### config.mk
export PLATFORM = sky130hd
export DESIGN_NAME = bb_phase_det
export DESIGN_NICKNAME = d
export VERILOG_FILES = /design/src/rtl/pd_pkg.sv /design/src/rtl/pd_sync_chain.sv /design/src/rtl/pd_decide.sv /design/src/rtl/bb_phase_det.sv
export SDC_FILE = /design/constraint.sdc
export NUM_CORES = 1
export LEC_CHECK = 0
export ABC_AREA = 0
export BUFFER_PORTS_ARGS = -buffer_cell sky130_fd_sc_hd__buf_2
export CORE_AREA = 4 4 41 43
export CTS_CLUSTER_SIZE = 20
export DETAILED_ROUTE_END_ITERATION = 8
export DIE_AREA = 0 0 45 47
export GPL_ROUTABILITY_DRIVEN = 0
export PLACE_DENSITY_LB_ADDON = 0.3
export SLEW_MARGIN = 10
export SYNTH_ARGS = -nofsm -noshare
export SYNTH_HDL_FRONTEND = slang
export SYNTH_SLANG_ARGS = --single-unit
### constraint.sdc
create_clock -name clk -period 1.25 [get_ports clk]
set_clock_uncertainty 0.15 [all_clocks]
set_input_delay 0.1875 -clock clk [delete_from_list [all_inputs] [get_ports clk]]
set_output_delay 0.1875 -clock clk [all_outputs]
set_load 0.01 [all_outputs]
### src/rtl/pd_pkg.sv
package pd_pkg;

  // One decision produced by the detector
  typedef struct packed {
    logic valid;
    logic dir;
  } pd_event_t;

  // A qualifying event is a 0-to-1 step between consecutive rising samples
  function automatic logic pd_is_rise(input logic prev_bit, input logic cur_bit);
    return (~prev_bit) & cur_bit;
  endfunction

  // The mid-bit (falling-edge) sample already equals the new bit when the
  // transition happened before the falling edge, i.e. the data was early.
  function automatic logic pd_is_early(input logic mid_bit, input logic cur_bit);
    return (mid_bit == cur_bit);
  endfunction

endpackage

### src/rtl/pd_sync_chain.sv
module pd_sync_chain #(
  parameter int STAGES   = 2,
  parameter bit NEG_EDGE = 1'b0
) (
  input  logic clk,
  input  logic rst_n,
  input  logic d,
  output logic q
);
  localparam int LAST = STAGES - 1;

  logic [STAGES-1:0] stg;

  generate
    if (NEG_EDGE) begin : g_neg
      always_ff @(negedge clk or negedge rst_n) begin
        if (!rst_n) stg <= '0;
        else        stg <= {stg[STAGES-2:0], d};
      end
    end else begin : g_pos
      always_ff @(posedge clk or negedge rst_n) begin
        if (!rst_n) stg <= '0;
        else        stg <= {stg[STAGES-2:0], d};
      end
    end
  endgenerate

  assign q = stg[LAST];
endmodule

### src/rtl/pd_decide.sv
module pd_decide
  import pd_pkg::*;
(
  input  logic clk,
  input  logic rst_n,
  input  logic rise_samp,   // rising-edge sample, current bit
  input  logic fall_samp,   // falling-edge sample, still in falling domain
  output logic rise_evt,
  output logic early_evt,
  output pd_event_t evt_q
);
  logic prev_q;   // previous rising-edge sample
  logic mid_q;    // falling sample taken between prev_q and rise_samp

  always_ff @(posedge clk or negedge rst_n) begin
    if (!rst_n) begin
      prev_q <= 1'b0;
      mid_q  <= 1'b0;
    end else begin
      prev_q <= rise_samp;
      mid_q  <= fall_samp;
    end
  end

  assign rise_evt  = pd_is_rise(prev_q, rise_samp);
  assign early_evt = pd_is_early(mid_q, rise_samp);

  always_ff @(posedge clk or negedge rst_n) begin
    if (!rst_n) begin
      evt_q <= '0;
    end else begin
      evt_q.valid <= rise_evt;
      if (rise_evt) evt_q.dir <= early_evt;
    end
  end
endmodule

### src/rtl/bb_phase_det.sv
module bb_phase_det
  import pd_pkg::*;
#(
  parameter int SYNC_STAGES = 2
) (
  input  logic clk,
  input  logic rst_n,
  input  logic din,
  output logic rdata_o,
  output logic dir_o,
  output logic valid_o
);
  logic      rise_samp;
  logic      fall_samp;
  logic      rise_evt;
  logic      early_evt;
  pd_event_t evt_q;

  pd_sync_chain #(.STAGES(SYNC_STAGES), .NEG_EDGE(1'b0)) u_rise_sync (
    .clk(clk), .rst_n(rst_n), .d(din), .q(rise_samp)
  );

  pd_sync_chain #(.STAGES(SYNC_STAGES), .NEG_EDGE(1'b1)) u_fall_sync (
    .clk(clk), .rst_n(rst_n), .d(din), .q(fall_samp)
  );

  pd_decide u_decide (
    .clk(clk), .rst_n(rst_n),
    .rise_samp(rise_samp), .fall_samp(fall_samp),
    .rise_evt(rise_evt), .early_evt(early_evt),
    .evt_q(evt_q)
  );

  assign rdata_o = rise_samp;
  assign dir_o   = evt_q.dir;
  assign valid_o = evt_q.valid;
endmodule

==> key figures, run 1 <==
Run status
  • Status: complete, no violations

Worst setup path
  • Critical path arrival: 1.25 ns
  • Worst path required time: 1.30 ns
  • Startpoint types: register
  • Cell depth of the worst setup path: 0
  • Worst-path fanout max: 1
  • R2R depth: 0
  • CP endpoint kind: register
  • Critical path type: register to register

Hold path
  • Worst min path class: primary input to asynchronous set/reset pin

Logic synthesis
  • Post-Syn Area: 229 µm²
  • Yosys cell types: 4
  • Synthesis Warnings: 0
  • Syn Nets: 13
  • Post-Syn Area per Cell: 22.9 µm²
  • Cells after synthesis: 10
  • FF+latch count, synth: 8
  • Seq/Total Area, Yosys: 87.4%

STA
  • Final worst setup slack: 0.0459 ns
  • RSZ-0062 raised after global routing: false
  • Final hold viol count: 0
  • Setup-failing EPs final: 0
  • Worst Tran Pin Value: 0.178 ns
  • Max-slew headroom: 88.1%
  • Post-Route Setup TNS: 0 ns
  • Fin. max-slew vios: 0
  • Final hold slack: 0.143 ns

Global routing
  • Initial antenna violation count: 0
  • Largest net degree at the start of global routing: 9
  • Number of global-route vias before repair: 116
  • GRT Overall Usage: 4.32%
  • Grt met1 use: 3.53%
  • Met2 Usage GRT: 4.24%
  • Busiest grt layer: met3
  • Met3 Use GR: 6.90%
  • Grt total ovfl: 0
  • First-pass GRT wire length: 496 µm

Power and ir drop
  • Pint: 0.000419 W
  • Sw power: 0.000105 W
  • Comb pwr share: 6.9%
  • Seq pwr share: 53.9%
  • Sw frac: 20.0%
  • Leakage: 0.153 nW
  • VDD IR max: 0.700 mV
  • Clk pwr share: 39.2%
  • Pwr Density: 1640 mW/mm²

CTS
  • Num CTS Buffers: 3
  • Clk buf depth: 2
  • Clock root buffer: clkbuf_4
  • Clock Sinks: 8
  • Clk_lat worst skew: 0.25 ns
  • Post-CTS setup buffers: 0
  • CTS tree: built
  • CTS resizes: 0
  • H-Tree Depth: 1
  • Clock slew at reported path FFs: 0.06 ns
  • Cts hold-fix bufs: 2

Drt
  • Pre-antenna DRT Iters: 2
  • DRT antenna net count: 0
  • Via density: 3.28
  • Initial DRC count: 1
  • Via Count: 118
  • DRC viols: 0
  • Routed Wire Length: 297 µm
  • Wire per inst: 8.25 µm

Finish
  • Final core utilization: 24.5%
  • Commonest cells after routing, fill and taps aside: dfrtp_1 (6), buf_2 (5), clkbuf_4 (3), dlygate4sd3_1 (2), dfrtn_1 (2)
  • ANT cells: 0
  • P&R area growth vs syn: 39.3%
  • Share of layout cells above drive strength 1: 47.6%
  • Layout fillers: 141
  • Final layout net count: 25
  • Final std cells w/o fill: 36
  • Most common cell after layout, fill and taps aside: dfrtp_1

Die
  • Standard-cell rows: 13
  • Core Area: 0.00130 mm²
  • Die X: 45 µm
  • Initial core utilization: 17.6%
  • Die Span Y: 47 µm
  • Ports: 6
  • Die area: 0.00212 mm²

Placed design
  • Placed Cells: 30
  • Port Buffers: 5
  • Pre-CTS setup slack: 0.0278 ns

Job
  • Max-Cap Viols: 0
cell type report:
cell class	instances	area (µm²)	area share [%]
repair buffers	7	45.0	14.1
flip-flops and latches	8	200	62.7
well taps	15	18.8	5.88
multi-input cells	2	28.8	9.02
clock buffers	4	26.3	8.24
per-stage QoR:
stage          power, W  area, µm²
2_1_floorplan  0.000302        229
3_3_place_gp   0.000319        273
3_5_place_dp   0.000319        273
4_1_cts        0.000544        319
5_1_grt        0.000567        319
6_report       0.000524        319
power by group through the flow:
stage          clock network, W  registers (W)   logic, W
6_report               0.000205       0.000282  0.0000361
5_1_grt                0.000243       0.000284  0.0000393
4_1_cts                0.000224       0.000283  0.0000368
3_5_place_dp                  0       0.000287  0.0000320
3_3_place_gp                  0       0.000287  0.0000319
2_1_floorplan                 0       0.000291  0.0000109
logic make-up (layout without fill, tap and decap cells):
kind of cell | count (synthesis) | after routing | share of synthesized area, %
DFF | 8 | 8 | 87.4
buffers and inverters | 0 | 11 | 0
muxes | 1 | 1 | 6.56
and+or+nand+nor | 1 | 1 | 6.01
synth_stat cells (all sizes together):
cell	instances	area, µm²
dfrtn	2	50.1
dfrtp	6	150
mux2	1	15.0
nor2b	1	13.8
flip-flops by register name, indices dropped and copies added (netlist names):
signal,flops
u_decide.evt_q,2
u_fall_sync.stg,2
u_rise_sync.stg,2
u_decide.mid_q,1
u_decide.prev_q,1
routing by layer:
metal | wire length, µm | part of all wire, %
met1 | 126 | 42
met2 | 109 | 37
met3 | 61 | 21
met4 | 0 | 0
met5 | 0 | 0
path summary, 6_finish.rpt:
check                                    from                 end  slack, ns
min                                     rst_n   u_decide.evt_q[1]       0.14
max in group asynchronous               rst_n  u_fall_sync.stg[0]       0.10
max                        u_fall_sync.stg[1]      u_decide.mid_q       0.05
max reg2reg                u_fall_sync.stg[1]      u_decide.mid_q       0.05
min reg2reg                u_fall_sync.stg[0]  u_fall_sync.stg[1]       0.15
min in group clk           u_fall_sync.stg[0]  u_fall_sync.stg[1]       0.15
(Power assumes the default switching activity.)
==> run 2, diff against run 1 <==
- clock period: 1.25 -> 1.53 ns (I/O delays scaled with it)
==> run 2 against run 1 <==
  * Worst hold slack better by 0.0079 ns
  * Cell area unchanged
  * Final cell count did not move
  * Non-clock buffer count did not move
  * Core utilization unchanged
  * Clock power is 17% lower
  * Critical path type unchanged
  * Largest cell class unchanged
==> key figures, run 2 (synthesized netlist as in run 1, its figures left out) <==
Die
  • Core Area: 0.00130 mm² (unchanged)
  • Standard-cell rows: 13 (unchanged)
  • Die Span Y: 47 µm (unchanged)
  • Die X: 45 µm (unchanged)
  • Die area: 0.00212 mm² (unchanged)
  • Ports: 6 (unchanged)
  • Initial core utilization: 17.6% (unchanged)

Worst setup path
  • Critical path type: register to register (unchanged)
  • Crit Reg-Reg Startpoint: u_fall_sync.stg[1] (unchanged)
  • RR Endpoint: u_decide.mid_q (unchanged)
  • Worst setup path startpoint: u_fall_sync.stg[1] (unchanged)
  • CP endpoint kind: register (unchanged)
  • Startpoint types: register (unchanged)
  • R2R depth: 0 (unchanged)
  • Worst-path fanout max: 1 (unchanged)
  • Worst path required time: 1.58 ns (was 1.30 ns)
  • Flop-to-flop setup slack: 0.18 ns (was 0.05 ns)
  • Critical path arrival: 1.40 ns (was 1.25 ns)

Finish
  • Share of layout cells above drive strength 1: 47.6% (unchanged)
  • Final layout net count: 25 (unchanged)
  • Most common cell after layout, fill and taps aside: dfrtp_1 (unchanged)
  • Final core utilization: 24.5% (unchanged)
  • P&R area growth vs syn: 39.3% (unchanged)
  • Layout fillers: 146 (was 141)
  • Commonest cells after routing, fill and taps aside: dfrtp_1 (6), buf_2 (5), clkbuf_4 (3), dlygate4sd3_1 (2), dfrtn_1 (2) (unchanged)
  • Largest regs: u_decide.evt_q: 2 flops, u_fall_sync.stg: 2 flops, u_rise_sync.stg: 2 flops (unchanged)
  • ANT cells: 0 (unchanged)

Drt
  • Pre-antenna DRT Iters: 2 (unchanged)
  • Via Count: 117 (was 118)
  • Wire per inst: 8.69 µm (was 8.25 µm)
  • Initial DRC count: 1 (unchanged)
  • DRT antenna net count: 0 (unchanged)
  • Routed Wire Length: 313 µm (was 297 µm)
  • Via density: 3.25 (was 3.28)
  • DRC viols: 0 (unchanged)

Placed design
  • Port Buffers: 5 (unchanged)

Run status
  • Status: complete, no violations (unchanged)

Power and ir drop
  • Leakage: 0.153 nW (unchanged)
  • Pwr Density: 1350 mW/mm² (was 1640 mW/mm²)
  • VDD IR max: 0.530 mV (was 0.700 mV)

CTS
  • Clock slew at reported path FFs: 0.06 ns (about the same)
  • H-Tree Depth: 1 (unchanged)
  • Clock root buffer: clkbuf_4 (unchanged)
  • Clock Sinks: 8 (unchanged)
  • CTS tree: built (unchanged)
  • Clk buf depth: 2 (unchanged)
  • Num CTS Buffers: 3 (unchanged)
  • Clk_lat worst skew: 0.26 ns (was 0.25 ns)

STA
  • Final hold viol count: 0 (unchanged)
  • Worst Tran Pin Value: 0.178 ns (about the same)
  • Post-Route Setup TNS: 0 ns (unchanged)
  • Fin. max-slew vios: 0 (unchanged)
  • Setup-failing EPs final: 0 (unchanged)
  • RSZ-0062 raised after global routing: false (unchanged)
  • Max-slew headroom: 88.1% (about the same)

Hold path
  • Worst Hold Depth: 0
  • Hold Crit Start: u_fall_sync.stg[0]
  • Worst min path class: register to register (was primary input to asynchronous set/reset pin)
  • Hold Path Sink: u_fall_sync.stg[1]

Global routing
  • Number of global-route vias before repair: 121 (was 116)
  • Initial antenna violation count: 0 (unchanged)
  • GRT Overall Usage: 4.87% (was 4.32%)
  • First-pass GRT wire length: 579 µm (was 496 µm)
  • Largest net degree at the start of global routing: 9 (unchanged)
  • Grt total ovfl: 0 (unchanged)

Job
  • Max-Cap Viols: 0 (unchanged)
==> run 2: cell counts in the layout (fill, tap and decap cells not counted) <==
Identical to the previous run, type by type.
==> run 2: final cells by class <==
type	instances	area, µm²	area share, %
Sequential cell	8	200	62.7
Timing Repair Buffer	7	45.0	14.1
Multi-Input combinational cell	2	28.8	9.02
Clock buffer	4	26.3	8.24
Tap cell	15	18.8	5.88
==> run 2: worst max path at each step <==
stage	end	slack, ns	cells after the start
after floorplan	u_decide.mid_q	0.19	0
after global placement	u_fall_sync.stg[0]	0.13	1
after detailed placement	u_fall_sync.stg[0]	0.13	1
after CTS	u_decide.mid_q	0.18	0
after global routing	u_decide.mid_q	0.15	0
final	u_decide.mid_q	0.18	0
==> run 2: routing by layer <==
metal | wire length [µm] | track usage (%) | vias to the layer above
li1 | - | - | 54
met1 | 132 | 4.45 | 54
met2 | 121 | 5.08 | 9
met3 | 60 | 6.90 | 0
met4 | 0 | 3.51 | 0
met5 | 0 | 0 | -
==> run 2: repair_timing <==
item | 4_1_cts | 5_1_grt
buffers inserted | 0 | 0
endpoints found under the hold margin | 7 | 0
hold buffers | 2 | 0
gates resized for setup | 0 | 0
==> run 2: metrics by stage <==
stage / setup WS (ns) / instance area [µm²] / power (W) / hold WS [ns] / instances
2_1_floorplan: 0.193 / 229 / 0.000246 / -0.216 / 10
3_3_place_gp: 0.126 / 273 / 0.000260 / -0.0757 / 30
3_5_place_dp: 0.126 / 273 / 0.000261 / -0.0730 / 30
4_1_cts: 0.178 / 319 / 0.000444 / 0.149 / 36
5_1_grt: 0.154 / 319 / 0.000471 / 0.170 / 36
6_report: 0.179 / 319 / 0.000431 / 0.151 / 36
==> run 2: power breakdown <==
group	switching [W]	internal, W
logic	0.0000125	0.0000171
registers	0.00000514	0.000226
clock network	0.0000707	0.0000997
